## config.mk

```make
export PLATFORM = sky130hd
export DESIGN_NAME = pix_scramble_addr
export DESIGN_NICKNAME = d
export VERILOG_FILES = /design/src/rtl/pxs_pkg.sv /design/src/rtl/pxs_len_sel.sv /design/src/rtl/pxs_lfsr.sv /design/src/rtl/pxs_seq.sv /design/src/rtl/pix_scramble_addr.sv
export SDC_FILE = /design/constraint.sdc
export NUM_CORES = 1
export LEC_CHECK = 0
export BUFFER_PORTS_ARGS = -buffer_cell sky130_fd_sc_hd__buf_2
export CAP_MARGIN = 20
export CORE_UTILIZATION = 30
export DETAILED_ROUTE_END_ITERATION = 6
export PLACE_DENSITY_LB_ADDON = 0.3
export SYNTH_ARGS = -nofsm -noshare
export SYNTH_HDL_FRONTEND = slang
export SYNTH_HIERARCHICAL = 1
export SYNTH_SLANG_ARGS = --single-unit
```

## constraint.sdc

```tcl
create_clock -name clk -period 7.06 [get_ports clk]
set_input_delay 0.353 -clock clk [delete_from_list [all_inputs] [get_ports clk]]
set_output_delay 0.353 -clock clk [all_outputs]
set_load 0.005 [all_outputs]
```

## src/rtl/pxs_pkg.sv

```systemverilog
// Shared definitions for the pixel address scrambler.
// Assumes a register length of at most 18 bits; the tap table stops there.
package pxs_pkg;

    localparam int LFSR_MAX = 18;

    typedef enum logic [2:0] {
        PH_IDLE,
        PH_SCAN,
        PH_READ,
        PH_WRITE,
        PH_DONE
    } phase_t;

    // Maximal-length feedback tap set for a register of length n (bit t-1 marks tap t).
    function automatic logic [LFSR_MAX-1:0] tap_mask(input int unsigned n);
        case (n)
            6:       tap_mask = 18'h00030;
            7:       tap_mask = 18'h00060;
            8:       tap_mask = 18'h000B8;
            9:       tap_mask = 18'h00110;
            10:      tap_mask = 18'h00240;
            11:      tap_mask = 18'h00500;
            12:      tap_mask = 18'h00829;
            13:      tap_mask = 18'h0100D;
            14:      tap_mask = 18'h02015;
            15:      tap_mask = 18'h06000;
            16:      tap_mask = 18'h0D008;
            17:      tap_mask = 18'h12000;
            18:      tap_mask = 18'h20040;
            default: tap_mask = '0;
        endcase
    endfunction

endpackage

```

## src/rtl/pxs_len_sel.sv

```systemverilog
// Pixel count and register length selection.
// Computes width*height, saturates it to the address range, and picks the
// shortest register length from LEN_MIN up whose period covers the count.
// Purely combinational; the sequencer registers the results on start.
module pxs_len_sel #(
    parameter int DIM_W   = 10,
    parameter int ADDR_W  = 18,
    parameter int LEN_MIN = 6,
    parameter int LEN_W   = $clog2(ADDR_W + 1)
) (
    input  logic [DIM_W-1:0]  img_w,
    input  logic [DIM_W-1:0]  img_h,
    output logic [ADDR_W-1:0] pix_count,
    output logic [LEN_W-1:0]  len_sel
);

    localparam int PROD_W = 2 * DIM_W;
    localparam logic [PROD_W-1:0] CAP = PROD_W'((64'(1) << ADDR_W) - 64'(1));

    logic [PROD_W-1:0] prod;

    // Raw pixel count.
    assign prod = PROD_W'(img_w) * PROD_W'(img_h);

    // Saturate the count to the largest register period.
    always_comb begin
        if (prod > CAP) pix_count = CAP[ADDR_W-1:0];
        else            pix_count = prod[ADDR_W-1:0];
    end

    // Shortest length whose period 2^n-1 is at least the count.
    always_comb begin
        len_sel = LEN_W'(ADDR_W);
        for (int n = ADDR_W; n >= LEN_MIN; n--) begin
            if (32'(pix_count) <= ((32'(1) << n) - 32'(1))) len_sel = LEN_W'(n);
        end
    end

endmodule

```

## src/rtl/pxs_lfsr.sv

```systemverilog
// Variable-length shift register with feedback.
// Bits at and above the selected length are held at zero; the feedback taps
// follow the selected length. A load takes the seed's active bits and replaces
// an all-zero value with 1 so the register never sticks.
module pxs_lfsr #(
    parameter int W     = 18,
    parameter int LEN_W = $clog2(W + 1)
) (
    input  logic             clk,
    input  logic             rst_n,
    input  logic             load,
    input  logic             step,
    input  logic [W-1:0]     seed,
    input  logic [LEN_W-1:0] len,
    output logic [W-1:0]     state
);

    import pxs_pkg::*;

    logic [W-1:0] act_mask;
    logic [W-1:0] taps;
    logic [W-1:0] nxt;
    logic [W-1:0] seed_act;

    // Tap set for the current length.
    always_comb taps = tap_mask(32'(len));

    // Per-bit activity and shift path.
    for (genvar i = 0; i < W; i++) begin : g_bit
        assign act_mask[i] = (LEN_W'(i) < len);
        if (i == 0) begin : g_fb
            assign nxt[i] = ^(state & taps);
        end else begin : g_shift
            assign nxt[i] = act_mask[i] & state[i-1];
        end
    end

    // Active seed bits with lock-up avoidance.
    always_comb begin
        seed_act = seed & act_mask;
        if (seed_act == '0) seed_act = W'(1);
    end

    // State register.
    always_ff @(posedge clk) begin
        if (!rst_n)    state <= '0;
        else if (load) state <= seed_act;
        else if (step) state <= nxt;
    end

endmodule

```

## src/rtl/pxs_seq.sv

```systemverilog
// Walk sequencer.
// Scans register states, skips those whose address falls outside the image,
// and for each valid one issues a read cycle then a write cycle to the same
// address. Counts writes and stops when all pixels are done. A start in any
// phase captures a new size and restarts.
module pxs_seq #(
    parameter int ADDR_W = 18,
    parameter int LEN_W  = $clog2(ADDR_W + 1)
) (
    input  logic              clk,
    input  logic              rst_n,
    input  logic              start,
    input  logic [ADDR_W-1:0] pix_count,
    input  logic [LEN_W-1:0]  len_sel,
    input  logic [ADDR_W-1:0] lfsr_state,
    output logic              lfsr_load,
    output logic              lfsr_step,
    output logic [LEN_W-1:0]  len_use,
    output logic [LEN_W-1:0]  len_q,
    output logic [ADDR_W-1:0] total_q,
    output logic [ADDR_W-1:0] ram_addr,
    output logic              ram_rd,
    output logic              ram_wr,
    output logic              done,
    output logic              walking
);

    import pxs_pkg::*;

    phase_t            phase;
    logic [ADDR_W-1:0] cnt;
    logic [ADDR_W-1:0] cnt_inc;
    logic [ADDR_W-1:0] cand;
    logic              hit;

    // Candidate address and range test.
    assign cand    = lfsr_state - ADDR_W'(1);
    assign hit     = cand < total_q;
    assign cnt_inc = cnt + ADDR_W'(1);

    // Register control: load on start, advance on skip or after a write.
    assign lfsr_load = start;
    assign lfsr_step = !start && (((phase == PH_SCAN) && !hit) || (phase == PH_WRITE));
    assign len_use   = start ? len_sel : len_q;

    // Phase, captured size and write count.
    always_ff @(posedge clk) begin
        if (!rst_n) begin
            phase   <= PH_IDLE;
            total_q <= '0;
            len_q   <= '0;
            cnt     <= '0;
        end else if (start) begin
            total_q <= pix_count;
            len_q   <= len_sel;
            cnt     <= '0;
            phase   <= (pix_count == '0) ? PH_DONE : PH_SCAN;
        end else begin
            case (phase)
                PH_SCAN:  if (hit) phase <= PH_READ;
                PH_READ:  phase <= PH_WRITE;
                PH_WRITE: begin
                    cnt   <= cnt_inc;
                    phase <= (cnt_inc == total_q) ? PH_DONE : PH_SCAN;
                end
                default:  phase <= phase;
            endcase
        end
    end

    // Output decode from phase.
    always_comb begin
        ram_rd   = (phase == PH_READ);
        ram_wr   = (phase == PH_WRITE);
        ram_addr = (ram_rd || ram_wr) ? cand : '0;
        done     = (phase == PH_DONE);
        walking  = (phase == PH_SCAN) || (phase == PH_READ) || (phase == PH_WRITE);
    end

endmodule

```

## src/rtl/pix_scramble_addr.sv

```systemverilog
// Keyed pixel address scrambler, top level.
// Selects the register length from the image size, walks the register from the
// key, and drives read/write cycles to an external RAM. Pixels pass straight
// through to and from an external embedding stage, which is assumed to return
// its result within the write cycle.
module pix_scramble_addr #(
    parameter int DIM_W   = 10,
    parameter int ADDR_W  = 18,
    parameter int PIX_W   = 8,
    parameter int LEN_MIN = 6
) (
    input  logic              clk,
    input  logic              rst_n,
    input  logic              start,
    input  logic [DIM_W-1:0]  img_w,
    input  logic [DIM_W-1:0]  img_h,
    input  logic [ADDR_W-1:0] key,
    input  logic [PIX_W-1:0]  rd_pixel,
    input  logic [PIX_W-1:0]  stego_pixel,
    output logic [ADDR_W-1:0] ram_addr,
    output logic              ram_rd,
    output logic              ram_wr,
    output logic [PIX_W-1:0]  emb_pixel,
    output logic [PIX_W-1:0]  wb_pixel,
    output logic              done
);

    localparam int LEN_W = $clog2(ADDR_W + 1);

    logic [ADDR_W-1:0] pix_count;
    logic [LEN_W-1:0]  len_sel;
    logic [LEN_W-1:0]  len_use;
    logic [LEN_W-1:0]  len_q;
    logic [ADDR_W-1:0] total_q;
    logic [ADDR_W-1:0] lfsr_q;
    logic              lfsr_load;
    logic              lfsr_step;
    logic              walking;

    pxs_len_sel #(
        .DIM_W(DIM_W), .ADDR_W(ADDR_W), .LEN_MIN(LEN_MIN), .LEN_W(LEN_W)
    ) u_len (
        .img_w(img_w), .img_h(img_h), .pix_count(pix_count), .len_sel(len_sel)
    );

    pxs_lfsr #(
        .W(ADDR_W), .LEN_W(LEN_W)
    ) u_lfsr (
        .clk(clk), .rst_n(rst_n), .load(lfsr_load), .step(lfsr_step),
        .seed(key), .len(len_use), .state(lfsr_q)
    );

    pxs_seq #(
        .ADDR_W(ADDR_W), .LEN_W(LEN_W)
    ) u_seq (
        .clk(clk), .rst_n(rst_n), .start(start), .pix_count(pix_count),
        .len_sel(len_sel), .lfsr_state(lfsr_q), .lfsr_load(lfsr_load),
        .lfsr_step(lfsr_step), .len_use(len_use), .len_q(len_q),
        .total_q(total_q), .ram_addr(ram_addr), .ram_rd(ram_rd),
        .ram_wr(ram_wr), .done(done), .walking(walking)
    );

    // Pixel paths to the embedding stage and back to the RAM.
    assign emb_pixel = rd_pixel;
    assign wb_pixel  = ram_wr ? stego_pixel : '0;

endmodule

```

# Word level (Yosys, flattened, before mapping)

Memories as Yosys holds them, arrays and structs flattened.
Cells that the tools add are included.

Latch bits: 0
Memories: 1
Memory bits (read-only): 544
Input bits: 57
Register bits after elaboration: 62
Logic and storage cells: 104
Output and inout bits: 37
Memory bits (writable): 0

Memory list:

| name             | words | bits a word | read ports | clocked after Yosys merged registers in | wr ports | line          | text |
|---|---|---|---|---|---|---|---|
| (name not given) | 32    | 17          | 1          | 0                                       | 0        | pxs_pkg.sv:17 | `case (n)` |

Equality and inequality tests: 6
Muxes and demuxes: 24
Multipliers: 1
Divide/modulo/power cells: 0
Shift operators: 0
$add $sub $neg: 2
$lt $le $gt $ge: 32
Reductions and logical operators: 13
Bitwise gates (word level): 20

Operators by type and width:

| kind                  | number |
|---|---|
| $mux 18               | 5 |
| $mux 5                | 11 |
| $lt 4x5->1 const A    | 8 |
| $and 18x18->18        | 2 |
| $logic_not 18->1      | 2 |
| $gt 20x18->1 const B  | 1 |
| $lt 3x5->1 const A    | 4 |
| $mul 10x10->20        | 1 |
| $add 18x1->18 const B | 1 |
| $eq 18x18->1          | 1 |
| $le 18x10->1 const B  | 1 |
| $le 18x11->1 const B  | 1 |
| $le 18x12->1 const B  | 1 |
| $le 18x13->1 const B  | 1 |
| $le 18x14->1 const B  | 1 |
| $le 18x15->1 const B  | 1 |
| $le 18x16->1 const B  | 1 |
| $le 18x17->1 const B  | 1 |
| $le 18x6->1 const B   | 1 |
| $le 18x7->1 const B   | 1 |
| $le 18x8->1 const B   | 1 |
| $le 18x9->1 const B   | 1 |
| $lt 18x18->1          | 1 |
| $reduce_xor 18->1     | 1 |
| other kinds (21)      | 48 |

# Longest topological paths before layout

Gate-level depths: netlist (run 1).

Word-level depth: 22
Depth in mapped cells: 34
Mapped depth without buffers: 30

# By module

Netlist (run 1), hierarchy kept.

By module, submodules not included:

| module            | area each (um^2) | cells each | seq. area each (um^2) | times used |
|---|---|---|---|---|
| pxs_len_sel       | 3683.5           | 441        | 0.0                   | 1 |
| pxs_seq           | 3321.9           | 412        | 880.8                 | 1 |
| pxs_lfsr          | 1599.0           | 223        | 360.3                 | 1 |
| pix_scramble_addr | 110.1            | 16         | 0.0                   | 1 |

# Worst setup path before layout (run 1)

Ideal clock, no wire load.

Kind: input to register
Start point: input img_h[3]
End point: register u_lfsr.state[0]
Stages: 33
Setup slack: -685 ps
Required time: 6990 ps
Buffers on the path: 4
Library setup time: 70 ps
Arrival: 7675 ps
Cell sequence: clkbuf_1 > nand2_1 > fa_1 > inv_1 > fa_1 > inv_1 > fa_1 > inv_1 > fa_1 > inv_1 > fa_1 > inv_1 > ha_1 > clkbuf_2 > a21oi_2 > o211ai_1 > a21oi_1 > xor2_1 > o2111ai_1 > or4b_4 > a21oi_1 > o21ai_0 > mux2_2 > buf_2 > clkbuf_1 > inv_1 > ha_1 > nand3_1 > a21boi_0 > xor2_1 > xnor2_1 > xnor3_1 > a21oi_1

Longest elaborated chain between the ends: 22
Elaborated cells between the ends (all ways): 54
Classes of those cells: mul (1); order compare (31); mux (17); bitwise (2); reduce/logical (2); memory (1)

RTL lines:

| item                                                         | line                           | text |
|---|---|---|
| from (decl)                                                  | pix_scramble_addr.sv:16        | `input logic [DIM_W-1:0] img_h,` |
| $mul 10x10->20 *                                             | pxs_len_sel.sv:23              | `assign prod = PROD_W'(img_w) * PROD_W'(img_h);` |
| $gt 20x18->1                                                 | pxs_len_sel.sv:27              | `if (prod > CAP) pix_count = CAP[ADDR_W-1:0];` |
| $mux 18 *                                                    | pxs_len_sel.sv:27              |  |
| $le 18x17->1                                                 | pxs_len_sel.sv:35              | `if (32'(pix_count) <= ((32'(1) << n) - 32'(1))) len_sel = LEN_W'(n);` |
| $mux 2 (2 in a row)                                          | pxs_len_sel.sv:35              |  |
| $mux 5 (9 in a row)                                          | pxs_len_sel.sv:35              |  |
| $mux 5 *                                                     | pxs_len_sel.sv:35              |  |
| via len_sel[1]                                               | pix_scramble_addr.sv:31        | `logic [LEN_W-1:0] len_sel;` |
| $mux 5 *                                                     | pxs_seq.sv:44                  | `assign len_use = start ? len_sel : len_q;` |
| via len_use[1]                                               | pix_scramble_addr.sv:32        | `logic [LEN_W-1:0] len_use;` |
| $mem_v2 32x17 (tied with other cells)                        | --                             |  |
| $and 18x18->18 (on tied branches)                            | pxs_lfsr.sv:32, pxs_lfsr.sv:40 |  |
| $reduce_xor 18->1 / $logic_not 18->1 (equally long branches) | pxs_lfsr.sv:32, pxs_lfsr.sv:41 |  |
| $mux 18 (on tied branches)                                   | pxs_lfsr.sv:48, pxs_lfsr.sv:41 |  |
| $mux 18 *                                                    | pxs_lfsr.sv:47                 | `else if (load) state <= seed_act;` |
| to (signal assigned)                                         | pxs_lfsr.sv:47                 |  |
| to (signal assigned)                                         | pxs_lfsr.sv:48                 | `else if (step) state <= nxt;` |
| to (decl)                                                    | pxs_lfsr.sv:15                 | `output logic [W-1:0] state` |

The timed path passes the listed nets; every way through them passes the cells marked *. The select of a mux whose other input is x is not followed.
A chain may end at the register's enable or synchronous reset.

# Final worst setup path (run 1)

Start point: input img_h[6]
End point: register u_lfsr.state[0]

Same word-level chain as after synthesis.

==> run metrics, run 1 <==
drt first pass iters=4; drt wl/cell=15.3 um; CTS buffer count=9; RSZ-0062 raised after global routing=true; Core Box Area=0.0286 mm2; first-pass GRT wire length=40700 um; largest net degree at the start of global routing=61; row cnt=62; antenna fix cells=0; Worst Hold Class=in -> reg; Sink Count=62; total gr overflow=0; Die Y=172 um; Final Instance Area=0.0110 mm2; reg2reg start=u_lfsr/state[2]; syn_nets=1289; critical-path maximum fanout=5; Slew @ Worst Pin=0.947 ns; overall power=6.16 mW; Static Leak=5.02 nW; slack of the critical path=0.0279 ns; CTS tree=yes; Setup Crit Path Kind=in -> reg; crit path launch=img_h[6]; Pins Over Slew Limit=0; Tmin final=7.03 ns; synthesized area per cell=7.98 um2; Worst Path Arrival=7.30 ns; Fmax=0.142 GHz; Crit path required time=7.33 ns; clk_skew=0.00596 ns; PD cells=559 mW/mm2; GRT Util Overall=17.3%; Slowest-stage cell, CP=or4b_4; CP top delay family=adder cells; Core Util, Final=38.5%; Worst-path clk slew=0.06 ns; share of post-route cells with drive strength above 1=25.0%; DRT iter0 DRCs=508; placed wire-length estimate=20400 um; Gate Count Post-Synth=1091; most frequent cells in the layout=buf_4, nand2_1, and2_1, inv_1, ha_1; Slew HR=36.8%; outcome=completed; VDD IR max=0.334 mV; Initial Util=30.4%; mapped cell area=0.00871 mm2; Max-Cap Viols=0; worst skew pair latency=0.34 ns; type of origin of the critical path=input pin; Hold Fails Final Rpt=0; final wirelength=25400 um; worst-case clock buffer depth=2; antenna-violating nets left=0; DRC Markers=0; Via density=4.98; vias in the first global route=8129; Yosys warnings=6; endpoint class of the critical path=flip-flop; post-route clock period utilization=99.6%; via count=8262; Die W=172 um; H-tree levels=3; # setup viols final=0; Layout Area Growth over Synthesis=26.6%; fin nets=1468; dpl ws=-0.545 ns; clock root cell=clkbuf_16; # port buffers=77; Hold Crit Start=key[13]; commonest non-fill, non-tap cell in the layout=buf_4; worst hold margin=0.305 ns; number of antenna violations at the first check in global routing=0; Placer Congestion=0.900; full die area=0.0297 mm2; Worst path max stage delay=0.57 ns; Cell Area, Placed=0.0103 mm2; Worst Path Buf+Inv=8; IO Count=94
-- metrics by stage --
| stage | setup TNS (ns) | instances |
|---|---|---|
| after global placement | -0.949 | 1618 |
| after global routing | -0.384 | 1658 |
| after CTS | 0 | 1656 |
| final | 0 | 1658 |
| after detailed placement | -1.86 | 1618 |
| after floorplan | -0.185 | 1091 |
-- where the power goes --
part           internal (mW)  switching [mW]
Sequential             0.427           0.129
Combinational           2.60            2.56
Clock                  0.279           0.164
Total                   3.31            2.86
-- worst register-to-register path: cells and delay by family, from the launching register on --
family / cells / cell delay (ns)
and+or+nand+nor: 11 / 2.84
AOI/OAI and AO/OA: 4 / 0.90
DFF: 1 / 0.42
adders and majority gates: 1 / 0.27
buffers and inverters: 1 / 0.22
xor gates and xnor gates: 1 / 0.19
-- flip-flops by register name, summed over array words and instances (netlist names) --
signal         count
u_lfsr/state      18
u_seq/cnt         18
u_seq/len_q        5
u_seq/phase        3
u_seq/total_q     18
-- final cells by class --
| cell class | count | area, um2 |
|---|---|---|
| tap | 384 | 480 |
| clock inverter | 4 | 47.5 |
| sequential | 62 | 1240 |
| clock buffer | 11 | 243 |
| multi-input combinational | 879 | 7130 |
| inverter | 94 | 355 |
| fill | 2952 | 17600 |
| timing repair buffer | 224 | 1530 |
-- what timing repair did --
action,CTS,global route
gates resized for setup,34,13
setup buffers,24,2
endpoints found under the setup margin,1,5
hold buffers,0,0
pin swaps,30,9
-- routing by layer --
metal  vias to the layer above  part of all wire [%]  global-route usage, %
li1                       4092                     -                      -
met1                      3971                    47                   22.6
met2                       163                    48                   30.0
met3                        36                   3.4                   2.17
met4                         0                   1.7                   4.46
met5                         -                     0                      0
-- worst paths after layout --
kind              depth (start not counted)  slack, ns                to
setup / recovery                         31       0.03   u_lfsr/state[0]
hold / removal                            3       0.31  u_lfsr/state[13]
setup reg to reg                         18       2.10  u_lfsr/state[14]
hold reg to reg                           2       0.49      u_seq/cnt[1]
No activity file was read; power rests on OpenSTA's default activity.
==> run 2, diff against run 1 <==
CELL_PAD_IN_SITES_DETAIL_PLACEMENT = 1   (was default)
CELL_PAD_IN_SITES_GLOBAL_PLACEMENT = 2   (was default)
==> run 2 against run 1 <==
Sequential cell count is the same. Non-clock buffer count grew 18. Register-to-register slack lost 0.18 ns. Utilization grew 1.8 points. First-iteration DRC count shrank 39%. Sequential share of layout area shrank 0.51 points. Clock power grew 2%. Combinational power grew 14%.
==> run metrics, run 2 (synthesis gave the netlist of run 1 again) <==
outcome=completed (unchanged); H-tree levels=3 (unchanged); first-pass GRT wire length=47000 um (was 40700 um); Worst-path clk slew=0.06 ns (about the same); Worst Hold Class=in -> reg (unchanged); final wirelength=29200 um (was 25400 um); worst-case clock buffer depth=2 (unchanged); Hold Fails Final Rpt=0 (unchanged); drt wl/cell=17.4 um (was 15.3 um); Worst Hold Depth=3 (unchanged); overall power=6.90 mW (was 6.16 mW); Die W=172 um (unchanged); Die Y=172 um (unchanged); GRT Util Overall=20.3% (was 17.3%); placed cell count=1622 (was 1618); slack of the critical path=0.0388 ns (was 0.0279 ns); DRC Markers=0 (unchanged); Worst Path Arrival=7.29 ns (was 7.30 ns); Core Box Area=0.0286 mm2 (unchanged); fin nets=1487 (was 1468); post-route clock period utilization=99.5% (was 99.6%); type of origin of the critical path=input pin (unchanged); Crit path required time=7.33 ns (about the same); Comb pwr share=85.4% (was 83.8%); DRT iter0 DRCs=310 (was 508); placed wire-length estimate=23100 um (was 20400 um); Seq pwr share=8.0% (was 9.0%); Sink Count=62 (unchanged); Net Switching=3.23 mW (was 2.86 mW); Via density=5.01 (was 4.98); endpoint class of the critical path=flip-flop (unchanged); dpl ws=-0.531 ns (was -0.545 ns); top flop regs=u_lfsr/state: 18 flops, u_seq/cnt: 18 flops, u_seq/total_q: 18 flops (unchanged); RSZ-0062 raised after global routing=true (unchanged); Fmax=0.142 GHz (about the same); Initial Util=30.4% (unchanged); CTS Hold Bufs=0 (unchanged); full die area=0.0297 mm2 (unchanged); antenna fix cells=0 (unchanged); most frequent cells in the layout=buf_4, and2_1, nand2_1, inv_1, nor2_1 (was buf_4, nand2_1, and2_1, inv_1, ha_1); Clock Power Share=6.6% (was 7.2%); CTS buffer count=9 (unchanged); vias in the first global route=9023 (was 8129); Layout Area Growth over Synthesis=32.6% (was 26.6%); # port buffers=77 (unchanged); CTS tree=yes (unchanged); antenna-violating nets left=0 (unchanged); clock root cell=clkbuf_16 (unchanged); Worst R2R Path Depth=17 (was 18); largest net degree at the start of global routing=53 (was 61); Pins Over Slew Limit=0 (unchanged); Layout Cells excl Fill=1678 (was 1658); Cell Area, Placed=0.0104 mm2 (was 0.0103 mm2); worst skew pair latency=0.34 ns (about the same); setup tns final=0 ns (unchanged); Placer Congestion=0.824 (was 0.900); Tmin final=7.02 ns (was 7.03 ns); commonest non-fill, non-tap cell in the layout=buf_4 (unchanged); VDD IR max=0.255 mV (was 0.334 mV); PD cells=597 mW/mm2 (was 559 mW/mm2); via count=8412 (was 8262); worst hold margin=0.322 ns (was 0.305 ns); Final Instance Area=0.0116 mm2 (was 0.0110 mm2); Int Power=3.67 mW (was 3.31 mW); clk_skew=0.00782 ns (was 0.00596 ns); # setup viols final=0 (unchanged); Setup Crit Path Kind=in -> reg (unchanged); IO Count=94 (unchanged); row cnt=62 (unchanged); Switching Share=46.8% (was 46.3%); drt first pass iters=4 (unchanged); Max-Cap Viols=0 (unchanged); number of antenna violations at the first check in global routing=0 (unchanged); Slew HR=39.6% (was 36.8%); share of post-route cells with drive strength above 1=29.3% (was 25.0%); critical-path maximum fanout=5 (unchanged); Core Util, Final=40.4% (was 38.5%); Static Leak=5.19 nW (was 5.02 nW); total gr overflow=0 (unchanged); Slew @ Worst Pin=0.900 ns (was 0.947 ns)
[run 2: cell count changes in the layout (fill, tap and decap cells not counted), moves of 4 or more]
cell,previous run,this run
nand2_1,103,95
buf_2,68,62
ha_4,6,16
and2_4,1,5
buf_6,2,14
nand2_2,3,10
ha_1,69,58
and2_1,101,97
buf_4,153,162
[run 2: layer usage]
| metal | wire (um) | track usage (%) | vias to the layer above |
|---|---|---|---|
| met4 | 476 | 4.19 | 0 |
| li1 | - | - | 4126 |
| met5 | 0 | 0 | - |
| met2 | 14100 | 35.4 | 104 |
| met1 | 13900 | 26.7 | 4148 |
| met3 | 661 | 2.45 | 34 |
[run 2: worst paths after layout]
kind                    from               end  slack (ns)
min reg2reg     u_seq/cnt[1]      u_seq/cnt[1]        0.50
max reg2reg  u_lfsr/state[3]  u_lfsr/state[15]        1.92
min                   key[3]   u_lfsr/state[3]        0.32
max                 img_w[4]   u_lfsr/state[0]        0.04
[run 2: timing repair]
| action | in CTS | in global routing |
|---|---|---|
| setup endpoints to repair | 1 | 4 |
| pin swaps | 44 | 52 |
| buffers inserted | 27 | 12 |
| gates cloned | 1 | 0 |
| gates resized for setup | 48 | 78 |
[run 2: power by group through the flow]
stage / clock network [mW] / registers, mW / logic [mW]
4_1_cts: 0.471 / 0.552 / 5.36
3_5_place_dp: 0 / 0.560 / 4.61
3_3_place_gp: 0 / 0.558 / 4.58
2_1_floorplan: 0 / 0.506 / 2.80
6_report: 0.453 / 0.555 / 5.89
5_1_grt: 0.482 / 0.568 / 6.43
[run 2: cell type report]
class | instances | area [um2]
repair buffers | 242 | 1750
multi-input cells | 880 | 7420
clock buffers | 9 | 225
inverters | 94 | 355
well taps | 384 | 480
clock inverters | 7 | 73.8
flip-flops and latches | 62 | 1240
fillers | 3406 | 17100
[run 2: critical path, cell delays in order]
cell and delay, ns:
buf_2 0.14, buf_4 0.16, and2_1 0.17, fa_1 0.46, fa_1 0.52, fa_1 0.59
fa_2 0.45, ha_2 0.19, ha_2 0.18, a21o_1 0.19, a31o_1 0.25, or4_4 0.51
o21ai_2 0.14, o21ai_1 0.08, or4b_4 0.57, or4_4 0.45, nor2b_4 0.16, mux2_4 0.29
buf_4 0.15, or4_4 0.42, a21oi_2 0.14, nor2b_1 0.06, nor4_2 0.29, o221ai_1 0.19
a21oi_1 0.17
==> run 3, diff against run 2 <==
CELL_PAD_IN_SITES_DETAIL_PLACEMENT = 0   (was 1)
CELL_PAD_IN_SITES_GLOBAL_PLACEMENT = 1   (was 2)
==> run 3 against run 2 <==
Register-to-register slack gained 0.08 ns. Worst hold slack worse by 0.027 ns. Power is 13% lower. Utilization is 1.8 points lower. Global-route usage decreased by 2.3 points. Sequential share of layout area rose by 0.49 points. Via count decreased by 3.5%. Critical endpoint unchanged. Largest cell class unchanged. Highest routed layer unchanged.
==> run metrics, run 3 (synthesis gave the netlist of run 1 again) <==
Setup Crit Path Kind=in -> reg (unchanged); Max-Cap Viols=0 (unchanged); clk_skew=0.00897 ns (was 0.00782 ns); Sink Count=62 (unchanged); full die area=0.0297 mm2 (unchanged); worst skew pair latency=0.34 ns (about the same); Die Y=172 um (unchanged); fill count=2987 (was 3406); PD cells=544 mW/mm2 (was 597 mW/mm2); drt first pass iters=5 (was 4); total gr overflow=0 (unchanged); Slew @ Worst Pin=1.03 ns (was 0.900 ns); Slew HR=31.4% (was 39.6%); final wirelength=26100 um (was 29200 um); row cnt=62 (unchanged); dpl ws=-0.491 ns (was -0.531 ns); slack of the critical path=0.0204 ns (was 0.0388 ns); CTS tree=yes (unchanged); Static Leak=5.02 nW (was 5.19 nW); Pins Over Slew Limit=0 (unchanged); Worst path max stage delay=0.54 ns (was 0.59 ns); Die W=172 um (unchanged); antenna fix cells=0 (unchanged); Core Box Area=0.0286 mm2 (unchanged); commonest non-fill, non-tap cell in the layout=buf_4 (unchanged); Slowest-stage cell, CP=fa_1 (unchanged); VDD IR max=0.288 mV (was 0.255 mV); # port buffers=77 (unchanged); number of antenna violations at the first check in global routing=0 (unchanged); Placer Congestion=0.902 (was 0.824); DRT iter0 DRCs=432 (was 310); most frequent cells in the layout=buf_4, nand2_1, and2_1, inv_1, ha_1 (was buf_4, and2_1, nand2_1, inv_1, nor2_1); H-tree levels=3 (unchanged); Reg area=0.00124 mm2 (unchanged); Layout Area Growth over Synthesis=26.8% (was 32.6%); first-pass GRT wire length=41700 um (was 47000 um); Worst Hold Class=in -> reg (unchanged); share of post-route cells with drive strength above 1=25.1% (was 29.3%); top flop regs=u_lfsr/state: 18 flops, u_seq/cnt: 18 flops, u_seq/total_q: 18 flops (unchanged); type of origin of the critical path=input pin (unchanged); Crit path required time=7.33 ns (about the same); vias in the first global route=7983 (was 9023); largest net degree at the start of global routing=56 (was 53); RSZ-0062 raised after global routing=true (unchanged); antenna-violating nets left=0 (unchanged); worst-case clock buffer depth=2 (unchanged); Tmin final=7.04 ns (was 7.02 ns); # setup viols final=0 (unchanged); DRC Markers=0 (unchanged); worst hold margin=0.295 ns (was 0.322 ns); clock root cell=clkbuf_16 (unchanged); IO Count=94 (unchanged); Hold Fails Final Rpt=0 (unchanged); endpoint class of the critical path=flip-flop (unchanged); post-route clock period utilization=99.7% (was 99.5%); Initial Util=30.4% (unchanged); CTS buffer count=9 (unchanged); Fmax=0.142 GHz (about the same); Via density=4.94 (was 5.01); placed wire-length estimate=21000 um (was 23100 um); GRT Util Overall=18.0% (was 20.3%); Worst Path Arrival=7.31 ns (was 7.29 ns); Multi-input gate area=0.00718 mm2 (was 0.00742 mm2); critical-path maximum fanout=9 (was 5); outcome=completed (unchanged); Worst-path clk slew=0.06 ns (about the same); via count=8117 (was 8412); drt wl/cell=15.9 um (was 17.4 um); fin nets=1452 (was 1487)
run 3: changes by cell type in the layout (fill, tap and decap cells not counted), moves of 5 or more:
| cell | before | now |
|---|---|---|
| nand2_2 | 10 | 5 |
| buf_4 | 162 | 127 |
| ha_1 | 58 | 70 |
| ha_4 | 16 | 5 |
| buf_6 | 14 | 9 |
| nand2_1 | 95 | 101 |
| buf_2 | 62 | 69 |
run 3: path summary, 6_finish.rpt:
check	slack (ns)	depth (start not counted)	to	from
hold reg to reg	0.49	2	u_seq/cnt[1]	u_seq/cnt[1]
setup reg to reg	2.00	18	u_lfsr/state[14]	u_lfsr/state[2]
setup / recovery	0.02	27	u_lfsr/state[0]	img_h[7]
hold / removal	0.29	3	u_lfsr/state[5]	key[5]
run 3: power by group:
part / switching (mW) / leakage (nW) / total (mW) / internal [mW]
logic: 2.54 / 4.34 / 4.91 / 2.37
registers: 0.134 / 0.507 / 0.561 / 0.427
clock network: 0.171 / 0.170 / 0.536 / 0.365
run 3: timing repair:
item / CTS / global route
gates resized for setup: 22 / 52
setup buffers: 3 / 12
pin swaps: 25 / 40
cloned: 1 / 0
setup endpoints to repair: 1 / 5
hold buffers: 0 / 0
run 3: area by class of cell:
| class | instances | share of cell area [%] |
|---|---|---|
| Clock inverter | 3 | 0.815 |
| Multi-Input combinational cell | 880 | 65.0 |
| Timing Repair Buffer | 207 | 13.0 |
| Inverter | 94 | 3.24 |
| Sequential cell | 62 | 11.2 |
| Tap cell | 384 | 4.35 |
| Clock buffer | 13 | 2.36 |
run 3: critical path, delay by kind of cell:
kind / cells / cell delay (ns)
adder cells (fa/ha/maj): 6 / 2.42
AND/OR/NAND/NOR: 6 / 2.06
buffers and inverters: 4 / 0.38
multiplexers: 1 / 0.33
XOR/XNOR: 4 / 0.91
AO/OA/AOI/OAI: 6 / 0.86
run 3: stage by stage:
stage          power, mW  setup TNS (ns)  area, um2  utilization [%]  instances
2_1_floorplan       3.30          -0.185       8940                -       1091
3_3_place_gp        4.95          -0.912      10300             36.0       1611
3_5_place_dp        4.95           -1.53      10300             36.0       1611
4_1_cts             5.66               0      10800             37.6       1631
5_1_grt             6.55          -0.304      11000             38.6       1643
6_report            6.01               0      11000             38.6       1643
run 3: metal layers:
layer | vias up | share of wire (%) | track usage [%]
li1 | 4055 | - | -
met1 | 3883 | 47 | 23.9
met2 | 160 | 48 | 30.8
met3 | 19 | 4.3 | 3.00
met4 | 0 | 1.0 | 2.92
met5 | - | 0 | 0
